$ cat src/rtl/romBankPkg.sv
package romBankPkg;
  localparam int ADDR_W        = 16;
  localparam int DATA_W        = 8;
  localparam int BANK_BITS     = 2;
  localparam int NUM_BANKS     = 1 << BANK_BITS;
  localparam int WIN_BYTES     = 2048;
  localparam int WINS_PER_BANK = 6;
  localparam int BANK_BYTES    = WIN_BYTES * WINS_PER_BANK;
  localparam int ROM_BYTES     = NUM_BANKS * BANK_BYTES;
  localparam int ROM_AW        = $clog2(ROM_BYTES);

  localparam logic [ADDR_W-1:0] ROM_BASE = 16'hD000;
  localparam logic [7:0]        IO_PAGE  = 8'hC0;
  localparam logic [7:0]        SW_BASE  = 8'h58;

  typedef struct packed {
    logic                 romRead;
    logic                 swRead;
    logic [BANK_BITS-1:0] clrBit;
    logic [BANK_BITS-1:0] setBit;
  } bankStrobes_t;
endpackage

$ cat src/rtl/romBankCtrl.sv
module romBankCtrl
  import romBankPkg::*;
(
  input  logic              busValid,
  input  logic              busWrite,
  input  logic [ADDR_W-1:0] busAddr,
  output bankStrobes_t      strb
);
  logic ioHit;
  logic romHit;
  logic [BANK_BITS-1:0] clrHit;
  logic [BANK_BITS-1:0] setHit;

  assign ioHit  = busValid && (busAddr[ADDR_W-1:8] == IO_PAGE);
  assign romHit = busAddr >= ROM_BASE;

  // Bit i is cleared at SW_BASE+2i and set at SW_BASE+2i+1.
  // The display switches at 0x0C/0x0E fall through here and change nothing.
  for (genvar i = 0; i < BANK_BITS; i++) begin : g_sw
    localparam logic [7:0] CLR_OFF = SW_BASE + 8'(2 * i);
    localparam logic [7:0] SET_OFF = SW_BASE + 8'(2 * i + 1);
    assign clrHit[i] = ioHit && (busAddr[7:0] == CLR_OFF);
    assign setHit[i] = ioHit && (busAddr[7:0] == SET_OFF);
  end

  always_comb begin
    strb.clrBit  = clrHit;
    strb.setBit  = setHit;
    strb.swRead  = !busWrite && ((|clrHit) || (|setHit));
    strb.romRead = busValid && !busWrite && romHit;
  end
endmodule

$ cat src/rtl/romBankDp.sv
module romBankDp
  import romBankPkg::*;
(
  input  logic              clk,
  input  logic              rstN,
  input  bankStrobes_t      strb,
  input  logic [ADDR_W-1:0] busAddr,
  output logic [ROM_AW-1:0] romAddr,
  output logic              romRdEn,
  input  logic [DATA_W-1:0] romData,
  output logic              rdValid,
  output logic [DATA_W-1:0] rdData
);
  logic [BANK_BITS-1:0] bankQ;
  logic                 rdIsSwQ;
  logic [ROM_AW-1:0]    bankBase;
  logic [ROM_AW-1:0]    regionOff;

  always_ff @(posedge clk) begin
    if (!rstN) begin
      bankQ <= '0;
    end else begin
      for (int i = 0; i < BANK_BITS; i++) begin
        if (strb.clrBit[i])      bankQ[i] <= 1'b0;
        else if (strb.setBit[i]) bankQ[i] <= 1'b1;
      end
    end
  end

  // The address is formed from the bank value before this edge's update.
  assign bankBase  = ROM_AW'(bankQ) * ROM_AW'(BANK_BYTES);
  assign regionOff = ROM_AW'(busAddr - ROM_BASE);
  assign romAddr   = strb.romRead ? (bankBase + regionOff) : '0;
  assign romRdEn   = strb.romRead;

  always_ff @(posedge clk) begin
    if (!rstN) begin
      rdValid <= 1'b0;
      rdIsSwQ <= 1'b0;
    end else begin
      rdValid <= strb.romRead || strb.swRead;
      rdIsSwQ <= strb.swRead;
    end
  end

  assign rdData = rdIsSwQ ? '0 : romData;

  for (genvar i = 0; i < BANK_BITS; i++) begin : g_chk
    // each switch moves only its own bit.
    assert_bit_clear_R1: assert property (@(posedge clk) disable iff (!rstN)
      strb.clrBit[i] |=> (bankQ[i] == 1'b0));
    assert_bit_set_R2: assert property (@(posedge clk) disable iff (!rstN)
      (strb.setBit[i] && !strb.clrBit[i]) |=> (bankQ[i] == 1'b1));
    assert_bit_keep_R8: assert property (@(posedge clk) disable iff (!rstN)
      (!strb.setBit[i] && !strb.clrBit[i]) |=> $stable(bankQ[i]));
  end

  assert_switch_reads_zero_R6: assert property (@(posedge clk) disable iff (!rstN)
    $past(strb.swRead) |-> (rdValid && rdData == '0));
  assert_valid_has_cause_R5: assert property (@(posedge clk) disable iff (!rstN)
    rdValid |-> $past(strb.romRead || strb.swRead));
endmodule

$ cat src/rtl/romBankSel.sv
module romBankSel
  import romBankPkg::*;
(
  input  logic        clk,
  input  logic        rstN,
  input  logic        busValid,
  input  logic        busWrite,
  input  logic [15:0] busAddr,
  output logic [15:0] romAddr,
  output logic        romRdEn,
  input  logic [7:0]  romData,
  output logic        rdValid,
  output logic [7:0]  rdData
);
  bankStrobes_t strb;

  romBankCtrl u_ctrl (
    .busValid (busValid),
    .busWrite (busWrite),
    .busAddr  (busAddr),
    .strb     (strb)
  );

  romBankDp u_dp (
    .clk      (clk),
    .rstN     (rstN),
    .strb     (strb),
    .busAddr  (busAddr),
    .romAddr  (romAddr),
    .romRdEn  (romRdEn),
    .romData  (romData),
    .rdValid  (rdValid),
    .rdData   (rdData)
  );

  assert_rom_read_only_R7: assert property (@(posedge clk) disable iff (!rstN)
    romRdEn |-> (busValid && !busWrite && busAddr >= ROM_BASE));
  assert_rom_addr_range_R4: assert property (@(posedge clk) disable iff (!rstN)
    romRdEn |-> (int'(romAddr) < ROM_BYTES));
endmodule

$ cat config.mk
export PLATFORM = sky130hd
export DESIGN_NAME = romBankSel
export DESIGN_NICKNAME = d
export VERILOG_FILES = /design/src/rtl/romBankPkg.sv /design/src/rtl/romBankCtrl.sv /design/src/rtl/romBankDp.sv /design/src/rtl/romBankSel.sv
export SDC_FILE = /design/constraint.sdc
export NUM_CORES = 1
export LEC_CHECK = 0
export ABC_AREA = 1
export CORE_AREA = 3 3 40 42
export CTS_CLUSTER_DIAMETER = 150
export DETAILED_ROUTE_END_ITERATION = 8
export DIE_AREA = 0 0 43 45
export DONT_BUFFER_PORTS = 1
export GPL_TIMING_DRIVEN = 1
export PLACE_DENSITY = 0.69
export SETUP_SLACK_MARGIN = 0.05
export SKIP_LAST_GASP = 1
export SLEW_MARGIN = 5
export SYNTH_ARGS = -nofsm -noshare
export SYNTH_HDL_FRONTEND = slang
export SYNTH_SLANG_ARGS = --single-unit
export TNS_END_PERCENT = 50
$ cat constraint.sdc
create_clock -name clk -period 2.41 [get_ports clk]
set_input_delay 0.1205 -clock clk [delete_from_list [all_inputs] [get_ports clk]]
set_output_delay 0.1205 -clock clk [all_outputs]
set_load 0.02 [all_outputs]
; Word-level counts from Yosys, hierarchy flattened
; Cells that the tools add are included.
[classes]
add_sub_neg = 2
mul = 1
magnitude_cmp = 1
eq_ne = 5
muxes = 2
bitwise = 1
n_reduce_logical = 15
[ops]
columns = operator, count
row1 = $eq A8 B7 Y1 const B, 4
row2 = $add A16 B16 Y16, 1
row3 = $ge A16 B16 Y1 const B, 1
row4 = $mux W16, 1
row5 = $sub A16 B16 Y16 const B, 1
row6 = $eq A8 B8 Y1 const B, 1
row7 = $logic_and A1 B1 Y1, 8
row8 = $mux W8, 1
row9 = $reduce_or A2 Y1, 4
row10 = $mul A2 B2 Y4 const B, 1
row11 = $logic_or A1 B1 Y1, 2
row12 = $logic_not A1 Y1, 1
row13 = $not A1 Y1, 1
[totals]
ff_bits = 4
input_bits = 28
output_inout_bits = 26
word_cells = 31

; Depth between registers and ports, before layout
; Gate-level depths: netlist of run 1.
[logic_depth]
ltp_word = 7
ltp_mapped = 11
ltp_nobuf = 11

; By module
; A second synthesis of run 1 with hierarchy kept.
[unflattened]
hier_cells = 125
hier_area_um2 = 633.1
[by_module_without_submodules]
columns = module, instances, cells_each, area_each_um2, seq_area_each_um2
row1 = romBankDp, 1, 88, 480.5, 80.1
row2 = romBankCtrl, 1, 37, 152.6, 0.0

; Worst setup path after synthesis of run 1
; OpenSTA, ideal clock, no wires.
[synth_path]
path_type = register -> output
start = reg u_dp.bankQ[0]
end = out romAddr[15]
arrival_ns = 2.049
setup_slack_ns = 0.241
path_stages_with_launch = 11
n_path_buf = 0
path_cell_list = dfxtp_1 inv_1 ha_1 ha_1 inv_1 ha_1 inv_1 fa_1 xnor2_1 nor2_1 nor2_1
[synth_via]
elab_chain_cells = 3
[synth_rtl]
columns = item, line
row1 = "start, declared", romBankDp.sv:14  ; logic [BANK_BITS-1:0] bankQ;
row2 = "start signal, assigned", romBankDp.sv:21  ; bankQ <= '0;
row3 = "start signal, assigned by index", romBankDp.sv:24  ; if (strb.clrBit[i]) bankQ[i] <= 1'b0;
row4 = "start signal, assigned by index", romBankDp.sv:25  ; else if (strb.setBit[i]) bankQ[i] <= 1'b1;
row5 = $mul A2 B2 Y4, romBankDp.sv:31  ; assign bankBase = ROM_AW'(bankQ) * ROM_AW'(BANK_BYTES);
row6 = $add A16 B16 Y16, romBankDp.sv:33  ; assign romAddr = strb.romRead ? (bankBase + regionOff) : '0;
row7 = $mux W16, romBankDp.sv:33
row8 = "end, declared", romBankSel.sv:9  ; output logic [15:0] romAddr,
; Every way passes these cells.

; Worst setup path after layout of run 1
; Same ends and word-level chain as after synthesis.

==> insert_results.sql, run 1 <==
INSERT INTO impl_metrics (metric_group, metric, value, unit) VALUES
('outcome', 'status', 'finished clean', ''),
('clock_network', 'clock_sinks', '4', ''),
('layout', 'ratio_of_cells_with_drive_above_1_in_the_final_layout', '30.25', '%'),
('yosys', 'synth_area', '716.9', 'sq um'),
('layout', 'mostFrequentLayoutCells', 'inv_1, nor2_1, nor2_4', ''),
('timing', 'timing_max_transition_violations_final', '0', ''),
('yosys', 'post_synth_num_cell_types', '20', ''),
('placement', 'place_congestion', '0.7271', ''),
('clock_network', 'worstSkewPairLatency', '0.23', 'ns'),
('critical_path', 'crit_path_start_kind', 'register', ''),
('routing', 'wirelength', '1480', 'um'),
('global_route', 'overflow', '0', ''),
('global_route', 'vias_in_the_first_global_route', '611', ''),
('layout', 'finished_layout_cell_area', '809.5', 'sq um'),
('floorplanning', 'design.core.area', '0.001285', 'sq mm'),
('power', 'clk_pwr_share', '36.0', '%'),
('critical_path', 'critical_path.max_fanout', '2', ''),
('layout', 'final_nets', '156', ''),
('timing', 'final_hold_viol_count', '0', ''),
('placement', 'portBuffers', '0', ''),
('routing', 'detailroute.via_count', '647', ''),
('power', 'ir_drop', '241.9', 'uV'),
('placement', 'placedInstanceArea', '719.4', 'sq um'),
('power', 'power.share.sequential', '29.8', '%'),
('power', 'power_per_cell_area', '277.9', 'mW/mm^2'),
('routing', 'drt-initial-drc-count', '14', ''),
('floorplanning', 'fp.dieH', '45', 'um'),
('timing', 'rsz0062_at_grt', 'yes', ''),
('yosys', 'syn-num-nets', '150', ''),
('run', 'max_cap_viol_count', '0', ''),
('layout', 'antennaDiodeCount', '0', ''),
('timing', 'final_period_minus_worst_setup_slack', '2.254', 'ns'),
('routing', 'route.detailed.drc', '0', ''),
('timing', 'slew_at_the_pin_closest_to_its_max_slew_limit', '0.3948', 'ns'),
('power', 'power.switching', '0.00007884', 'W'),
('clock_network', 'worst_setup_hold_path_clk_slew', '0.04', 'ns'),
('min_path', 'timing.hold.worst_path_depth', '2', ''),
('timing', 'min_period_over_period', '93.55', '%'),
('floorplanning', 'initial_core_util', '55.79', '%'),
('routing', 'avgRoutedWirePerCell', '11.04', 'um'),
('routing', 'detailedRoute.firstPassIterationCount', '4', ''),
('critical_path', 'crit_type', 'reg2out', ''),
('global_route', 'grt_pass1_wl', '2311', 'um'),
('critical_path', 'crit_path_end_kind', 'primary output', ''),
('min_path', 'hp-class', 'in2reg', ''),
('layout', 'final_core_utilization', '63.00', '%'),
('clock_network', 'h-tree-depth', '1', ''),
('timing', 'timing.final.setup_violations', '0', ''),
('routing', 'vias_per_cell', '4.828', ''),
('power', 'portion_of_total_power_attributed_to_combinational_logic', '34.1', '%'),
('yosys', 'synth.yosys.seq_area_share', '11.17', '%'),
('yosys', 'synth_area_per_cell', '6.234', 'sq um'),
('critical_path', 'crit_required', '2.29', 'ns'),
('placement', 'dp_hpwl', '1268', 'um'),
('floorplanning', 'die_area', '0.001935', 'sq mm'),
('yosys', 'ys.warnings.count', '0', ''),
('timing', 'total_negative_setup_slack', '0', 'ns'),
('clock_network', 'clock_root_cell', 'clkbuf_4', ''),
('layout', 'synthToLayoutAreaGrowth', '12.91', '%'),
('timing', 'maxClockFrequency', '443.6', 'MHz'),
('yosys', 'synth.ff_latch_count', '4', ''),
('routing', 'route.antenna.remaining_nets', '0', ''),
('clock_network', 'max-clock-path-buffers', '2', ''),
('global_route', 'initial_antenna_violation_count', '0', ''),
('clock_network', 'cts_inserted_buffers', '3', ''),
('power', 'p_int', '0.0001462', 'W'),
('timing', 'final.setup_skew', '0', 'ns'),
('floorplanning', 'rows', '13', ''),
('floorplanning', 'fp.dieW', '43', 'um'),
('global_route', 'track_usage', '15.32', '%'),
('yosys', 'synthCells', '115', ''),
('critical_path', 'arrival', '2.13', 'ns'),
('critical_path', 'worstRegToRegCells', '3', ''),
('clock_network', 'tritoncts', 'yes', ''),
('power', 'power_leakage', '0.4322', 'nW'),
('power', 'sw_frac_of_total', '35.04', '%'),
('floorplanning', 'ios', '54', ''),
('clock_network', 'holdBufCountCts', '0', ''),
('global_route', 'largest_net_degree_at_the_start_of_global_routing', '18', ''),
('timing', 'worst_case_headroom_to_the_max_slew_limit', '73.59', '%');
-- registers in the layout, indices dropped and copies added (netlist names) --
register and count:
u_dp.rdIsSwQ 1, u_dp.rdValid 1, u_dp.bankQ 2
-- power by group through the flow --
stage | Clock [W] | Sequential, W | Combinational, W
floorplan | 0 | 0.0000682 | 0.0000641
global placement | 0 | 0.0000682 | 0.0000685
detailed placement | 0 | 0.0000682 | 0.0000708
CTS | 0.0000828 | 0.0000672 | 0.0000748
global route | 0.0000943 | 0.0000670 | 0.0000853
finish | 0.0000811 | 0.0000671 | 0.0000768
-- layer usage --
layer / track usage, % / up-vias / wire length (um)
met2: 29.34 / 31 / 758
met3: 3.187 / 0 / 181
met5: 0 / - / 0
met4: 3.614 / 0 / 0
met1: 17.35 / 280 / 541
li1: - / 336 / -
-- path summary, 6_finish.rpt --
kind	start	end	slack, ns
worst max-delay path	u_dp.bankQ[0]	romAddr[15]	0.16
worst max register to register	u_dp.bankQ[0]	u_dp.bankQ[0]	1.68
worst min-delay path	rstN	u_dp.bankQ[1]	0.009
worst min register to register	u_dp.bankQ[1]	u_dp.bankQ[1]	0.52
-- synth_stat cells (all sizes together) --
cell type  number  area (sq um)
nand4           1         6.260
xnor2           1         8.760
nor2           42         252.7
a21oi           2         10.01
nand2          13         58.81
o21ai           1         5.000
inv            34         127.6
dfxtp           4         80.08
fa              1         20.02
nand3           7         40.04
buf             1         20.02
ha              6         75.07
xor2            1         8.760
clkbuf          1         3.750
-- per-stage QoR --
stage / power (W) / std cells / worst slack [ns] / hold WS, ns
CTS: 0.0002248 / 133 / 0.05036 / 0.009093
detailed placement: 0.0001390 / 129 / 0.1380 / 0.2555
global placement: 0.0001368 / 129 / 0.2587 / 0.2504
floorplan: 0.0001323 / 115 / 0.2407 / 0.2464
global route: 0.0002466 / 134 / 0.03836 / 0.001289
finish: 0.0002250 / 134 / 0.1556 / 0.008513
-- what timing repair did --
| action | in CTS | in global routing |
|---|---|---|
| pin swaps | 6 | 6 |
| endpoints found under the setup margin | 2 | 1 |
| setup buffers | 1 | 1 |
| gates resized for setup | 9 | 3 |
-- cell type report --
cell class                      count  area (sq um)
Tap cell                           15         18.77
Sequential cell                     4         82.58
Inverter                           34         130.1
Timing Repair Buffer                3         22.52
Fill cell                         128         475.5
Clock buffer                        3         22.52
Multi-Input combinational cell     75         533.0
-- logic make-up (layout without fill, tap and decap cells) --
group                      count (synthesis)  after routing  synth area share [%]
and+or+nand+nor                           63             63                 49.91
xor gates and xnor gates                   2              2                 2.444
AOI/OAI and AO/OA                          3              3                 2.094
DFF                                        4              4                 11.17
adders and majority gates                  7              7                 13.26
buffers and inverters                     36             40                 21.12
-- critical path: stages (launching register included) --
cell and delay [ns]:
dfxtp_2 0.33, inv_2 0.05, ha_4 0.26, ha_4 0.19, inv_4 0.05, ha_4 0.12
inv_2 0.03, fa_2 0.36, xnor2_2 0.14, nand2_1 0.07, nand2_1 0.05, nor2_1 0.10
buf_4 0.14
(Power assumes the default switching activity.)
==> run 2: changes to the inputs <==
--- a/config.mk
+++ b/config.mk
@@ -12,11 +12,12 @@
 export DIE_AREA = 0 0 43 45
 export DONT_BUFFER_PORTS = 1
 export GPL_TIMING_DRIVEN = 1
-export PLACE_DENSITY = 0.69
+export PLACE_DENSITY = 0.62
 export SETUP_SLACK_MARGIN = 0.05
 export SKIP_LAST_GASP = 1
 export SLEW_MARGIN = 5
 export SYNTH_ARGS = -nofsm -noshare
 export SYNTH_HDL_FRONTEND = slang
+export SYNTH_HIERARCHICAL = 1
 export SYNTH_SLANG_ARGS = --single-unit
 export TNS_END_PERCENT = 50
==> constraint.sdc (replaced) <==
create_clock -name clk -period 2.8 [get_ports clk]
set_input_delay 0.14 -clock clk [delete_from_list [all_inputs] [get_ports clk]]
set_output_delay 0.14 -clock clk [all_outputs]
set_load 0.02 [all_outputs]
==> run 2 against run 1 <==
Effect of this change: clock-buffer cell count unchanged; critical path depth unchanged; via count shrank 1.2%; sequential power shrank 14%; first-iteration DRC count shrank 29%; non-clock buffer count is 2 lower; register-to-register slack better by 0.50 ns; clock power down 16%; combinational power shrank 40%; worst setup slack better by 0.17 ns; sequential share of layout area up 1.9 points; hold slack better by 0.031 ns; largest power group unchanged.
==> insert_results.sql, run 2 <==
INSERT INTO impl_metrics (metric_group, metric, value, unit) VALUES
('clock_network', 'worstSkewPairLatency', '0.23', 'ns'),
('yosys', 'synth_top_cell_by_area', 'inv_1', ''),
('layout', 'synthToLayoutAreaGrowth', '4.743', '%'),
('timing', 'final.setup_skew', '0', 'ns'),
('power', 'power_per_cell_area', '259.5', 'mW/mm^2'),
('floorplanning', 'ios', '54', ''),
('clock_network', 'clock_sinks', '4', ''),
('timing', 'final_setup_slack_of_the_worst_path', '0.3293', 'ns'),
('yosys', 'synth_area', '633.1', 'sq um'),
('placement', 'portBuffers', '0', ''),
('floorplanning', 'rows', '13', ''),
('critical_path', 'max_stage_delay', '0.37', 'ns'),
('layout', 'final_nets', '163', ''),
('layout', 'regMostFlops', 'u_dp/bankQ', ''),
('yosys', 'synth_area_per_cell', '5.065', 'sq um'),
('timing', 'maxClockFrequency', '404.7', 'MHz'),
('placement', 'preCtsSetupSlack', '0.5488', 'ns'),
('routing', 'route.detailed.drc', '0', ''),
('placement', 'dp_hpwl', '1095', 'um'),
('floorplanning', 'fp.dieH', '45', 'um'),
('layout', 'layout_commonest_cell', 'inv_1', ''),
('clock_network', 'max-clock-path-buffers', '2', ''),
('power', 'ir_drop', '93.12', 'uV'),
('clock_network', 'cts_post_setup_buffers_inserted', '0', ''),
('clock_network', 'clock_root_cell', 'clkbuf_4', ''),
('yosys', 'synth.yosys.seq_area_share', '12.65', '%'),
('run', 'max_cap_viol_count', '0', ''),
('routing', 'route.antenna.remaining_nets', '0', ''),
('global_route', 'vias_in_the_first_global_route', '527', ''),
('critical_path', 'crit_path_start_kind', 'register', ''),
('timing', 'rsz0062_at_grt', 'no', ''),
('yosys', 'number_of_flops_mapped_to_enable_cells_by_yosys', '0', ''),
('routing', 'wirelength', '1257', 'um'),
('global_route', 'track_usage', '12.16', '%'),
('layout', 'ratio_of_cells_with_drive_above_1_in_the_final_layout', '5.556', '%'),
('critical_path', 'arrival', '2.33', 'ns'),
('yosys', 'post-synth-top-area-fraction', '26.68', '%'),
('clock_network', 'cts_inserted_buffers', '3', ''),
('critical_path', 'crit_type', 'reg2out', ''),
('timing', 'timing_max_transition_violations_final', '0', ''),
('floorplanning', 'fp.dieW', '43', 'um'),
('floorplanning', 'die_area', '0.001935', 'sq mm'),
('timing', 'final_period_minus_worst_setup_slack', '2.471', 'ns'),
('critical_path', 'critPathMostFrequentCell', 'nand2_1', ''),
('layout', 'fillCellCount', '138', ''),
('timing', 'total_negative_setup_slack', '0', 'ns'),
('floorplanning', 'initial_core_util', '49.27', '%'),
('timing', 'final_hold_viol_count', '0', ''),
('routing', 'drt-initial-drc-count', '10', ''),
('outcome', 'status', 'finished clean', ''),
('timing', 'min_period_over_period', '88.24', '%'),
('global_route', 'largest_net_degree_at_the_start_of_global_routing', '14', ''),
('clock_network', 'h-tree-depth', '1', ''),
('yosys', 'syn-num-nets', '160', ''),
('critical_path', 'crit_required', '2.66', 'ns'),
('floorplanning', 'design.core.area', '0.001285', 'sq mm'),
('layout', 'antennaDiodeCount', '0', ''),
('routing', 'vias_per_cell', '4.532', ''),
('power', 'power.total', '0.0001721', 'W'),
('layout', 'mostFrequentLayoutCells', 'inv_1, nand2_1, nor2_1', ''),
('clock_network', 'worst_setup_hold_path_clk_slew', '0.03', 'ns'),
('critical_path', 'critical_path.max_fanout', '3', ''),
('timing', 'worst_case_headroom_to_the_max_slew_limit', '74.49', '%'),
('clock_network', 'tritoncts', 'yes', ''),
('routing', 'avgRoutedWirePerCell', '8.915', 'um'),
('layout', 'largest_register_ff_count', '2', ''),
('yosys', 'synth.ff_latch_count', '4', ''),
('yosys', 'async_flop_share', '0', '%'),
('critical_path', 'crit_path_end_kind', 'primary output', ''),
('critical_path', 'crit_path_cell_trace', 'inv_1 > ha_1 > ha_1 > inv_1 > ha_1 > inv_1 > fa_1 > nand2_1 > nand2_1 > nand2_1 > nand2_1 > nor2_1', ''),
('power', 'power_leakage', '0.4874', 'nW'),
('global_route', 'overflow', '0', ''),
('yosys', 'ys_top_cells_by_area', 'inv_1, nand2_1, nor2_1, dfxtp_1, ha_1', ''),
('placement', 'place_congestion', '0.7353', ''),
('yosys', 'ys.warnings.count', '6', ''),
('yosys', 'synthMostInstantiatedCell', 'inv_1', ''),
('yosys', 'post_synth_num_cell_types', '13', ''),
('timing', 'timing.final.setup_violations', '0', ''),
('clock_network', 'cts_resized', '0', ''),
('global_route', 'initial_antenna_violation_count', '0', ''),
('routing', 'detailroute.via_count', '639', ''),
('min_path', 'hp-class', 'in2reg', ''),
('clock_network', 'holdBufCountCts', '0', ''),
('layout', 'layout_top_registers', 'u_dp/bankQ: 2 flops, u_dp/rdIsSwQ: 1 flops, u_dp/rdValid: 1 flops', ''),
('global_route', 'grt_pass1_wl', '1849', 'um'),
('yosys', 'synthCells', '125', ''),
('critical_path', 'crit_slowest_cell', 'fa_1', ''),
('yosys', 'synth.cells.most_frequent', 'inv_1, nand2_1, nor2_1', ''),
('timing', 'slew_at_the_pin_closest_to_its_max_slew_limit', '0.3813', 'ns'),
('yosys', 'postSynth.topFlopCell', 'dfxtp_1', ''),
('routing', 'detailedRoute.firstPassIterationCount', '5', '');
-- run 2: cell count changes after synthesis, sizes merged --
cell    change
nand3       -1
nand4       -1
xor2        -1
inv        +11
a21oi       -2
nor2       -15
clkbuf      -1
nor3        +3
buf         +2
xnor2       -1
nand2      +16
-- run 2: through the flow --
stage | area (sq um) | utilization, % | hold slack (ns) | std cells
final | 663.1 | 51.61 | 0.03954 | 141
after global routing | 663.1 | 51.61 | 0.04632 | 141
after CTS | 663.1 | 51.61 | 0.03256 | 141
after detailed placement | 640.6 | 49.85 | 0.2712 | 138
after global placement | 640.6 | 49.85 | 0.2726 | 138
after floorplan | 633.1 | - | 0.2541 | 125
-- run 2: path summary, 6_finish.rpt --
path | slack [ns] | end | startpoint | cells past startpoint
max | 0.33 | romAddr[15] | u_dp/bankQ[0] | 12
min | 0.04 | u_dp/rdIsSwQ | rstN | 2
max reg2reg | 2.18 | u_dp/bankQ[1] | u_dp/bankQ[1] | 2
min reg2reg | 0.51 | u_dp/bankQ[0] | u_dp/bankQ[0] | 2
-- run 2: kinds of logic (layout without fill, tap and decap cells) --
group                      Yosys count  count (layout)  share of synthesized area, %
and+or+nand+nor                     65              65                         41.11
buffers and inverters               48              49                         30.43
adders and majority gates            7               7                         15.02
DFF                                  4               4                         12.65
AOI/OAI and AO/OA                    1               1                        0.7898
-- run 2: cell type report --
cell class / instances / area [sq um] / area share (%)
multi-input cells: 73 / 365.4 / 55.09
inverters: 45 / 168.9 / 25.47
flip-flops and latches: 4 / 80.08 / 12.08
clock buffers: 3 / 22.52 / 3.396
well taps: 15 / 18.77 / 2.830
repair buffers: 1 / 7.507 / 1.132
-- run 2: report_power, final --
part	leakage, nW	switching (W)	internal (W)
Combinational	0.441	0.0000330	0.0000129
Clock	0.0138	0.0000206	0.0000477
Sequential	0.0322	0.000000333	0.0000575
-- run 2: layer usage --
| layer | global-route usage [%] | routed length (um) | part of all wire (%) | vias up |
|---|---|---|---|---|
| met4 | 7.229 | 0 | 0 | 0 |
| met5 | 0 | 0 | 0 | - |
| li1 | - | - | - | 344 |
| met3 | 1.992 | 167 | 13 | 0 |
| met2 | 21.56 | 567 | 45 | 45 |
| met1 | 13.73 | 522 | 42 | 250 |
-- run 2: critical path: cells and delay by family (launching register included) --
| kind | cells | cell delay, ns |
|---|---|---|
| adders and majority gates | 4 | 1.05 |
| buffers and inverters | 3 | 0.17 |
| and+or+nand+nor | 5 | 0.54 |
| DFF | 1 | 0.34 |
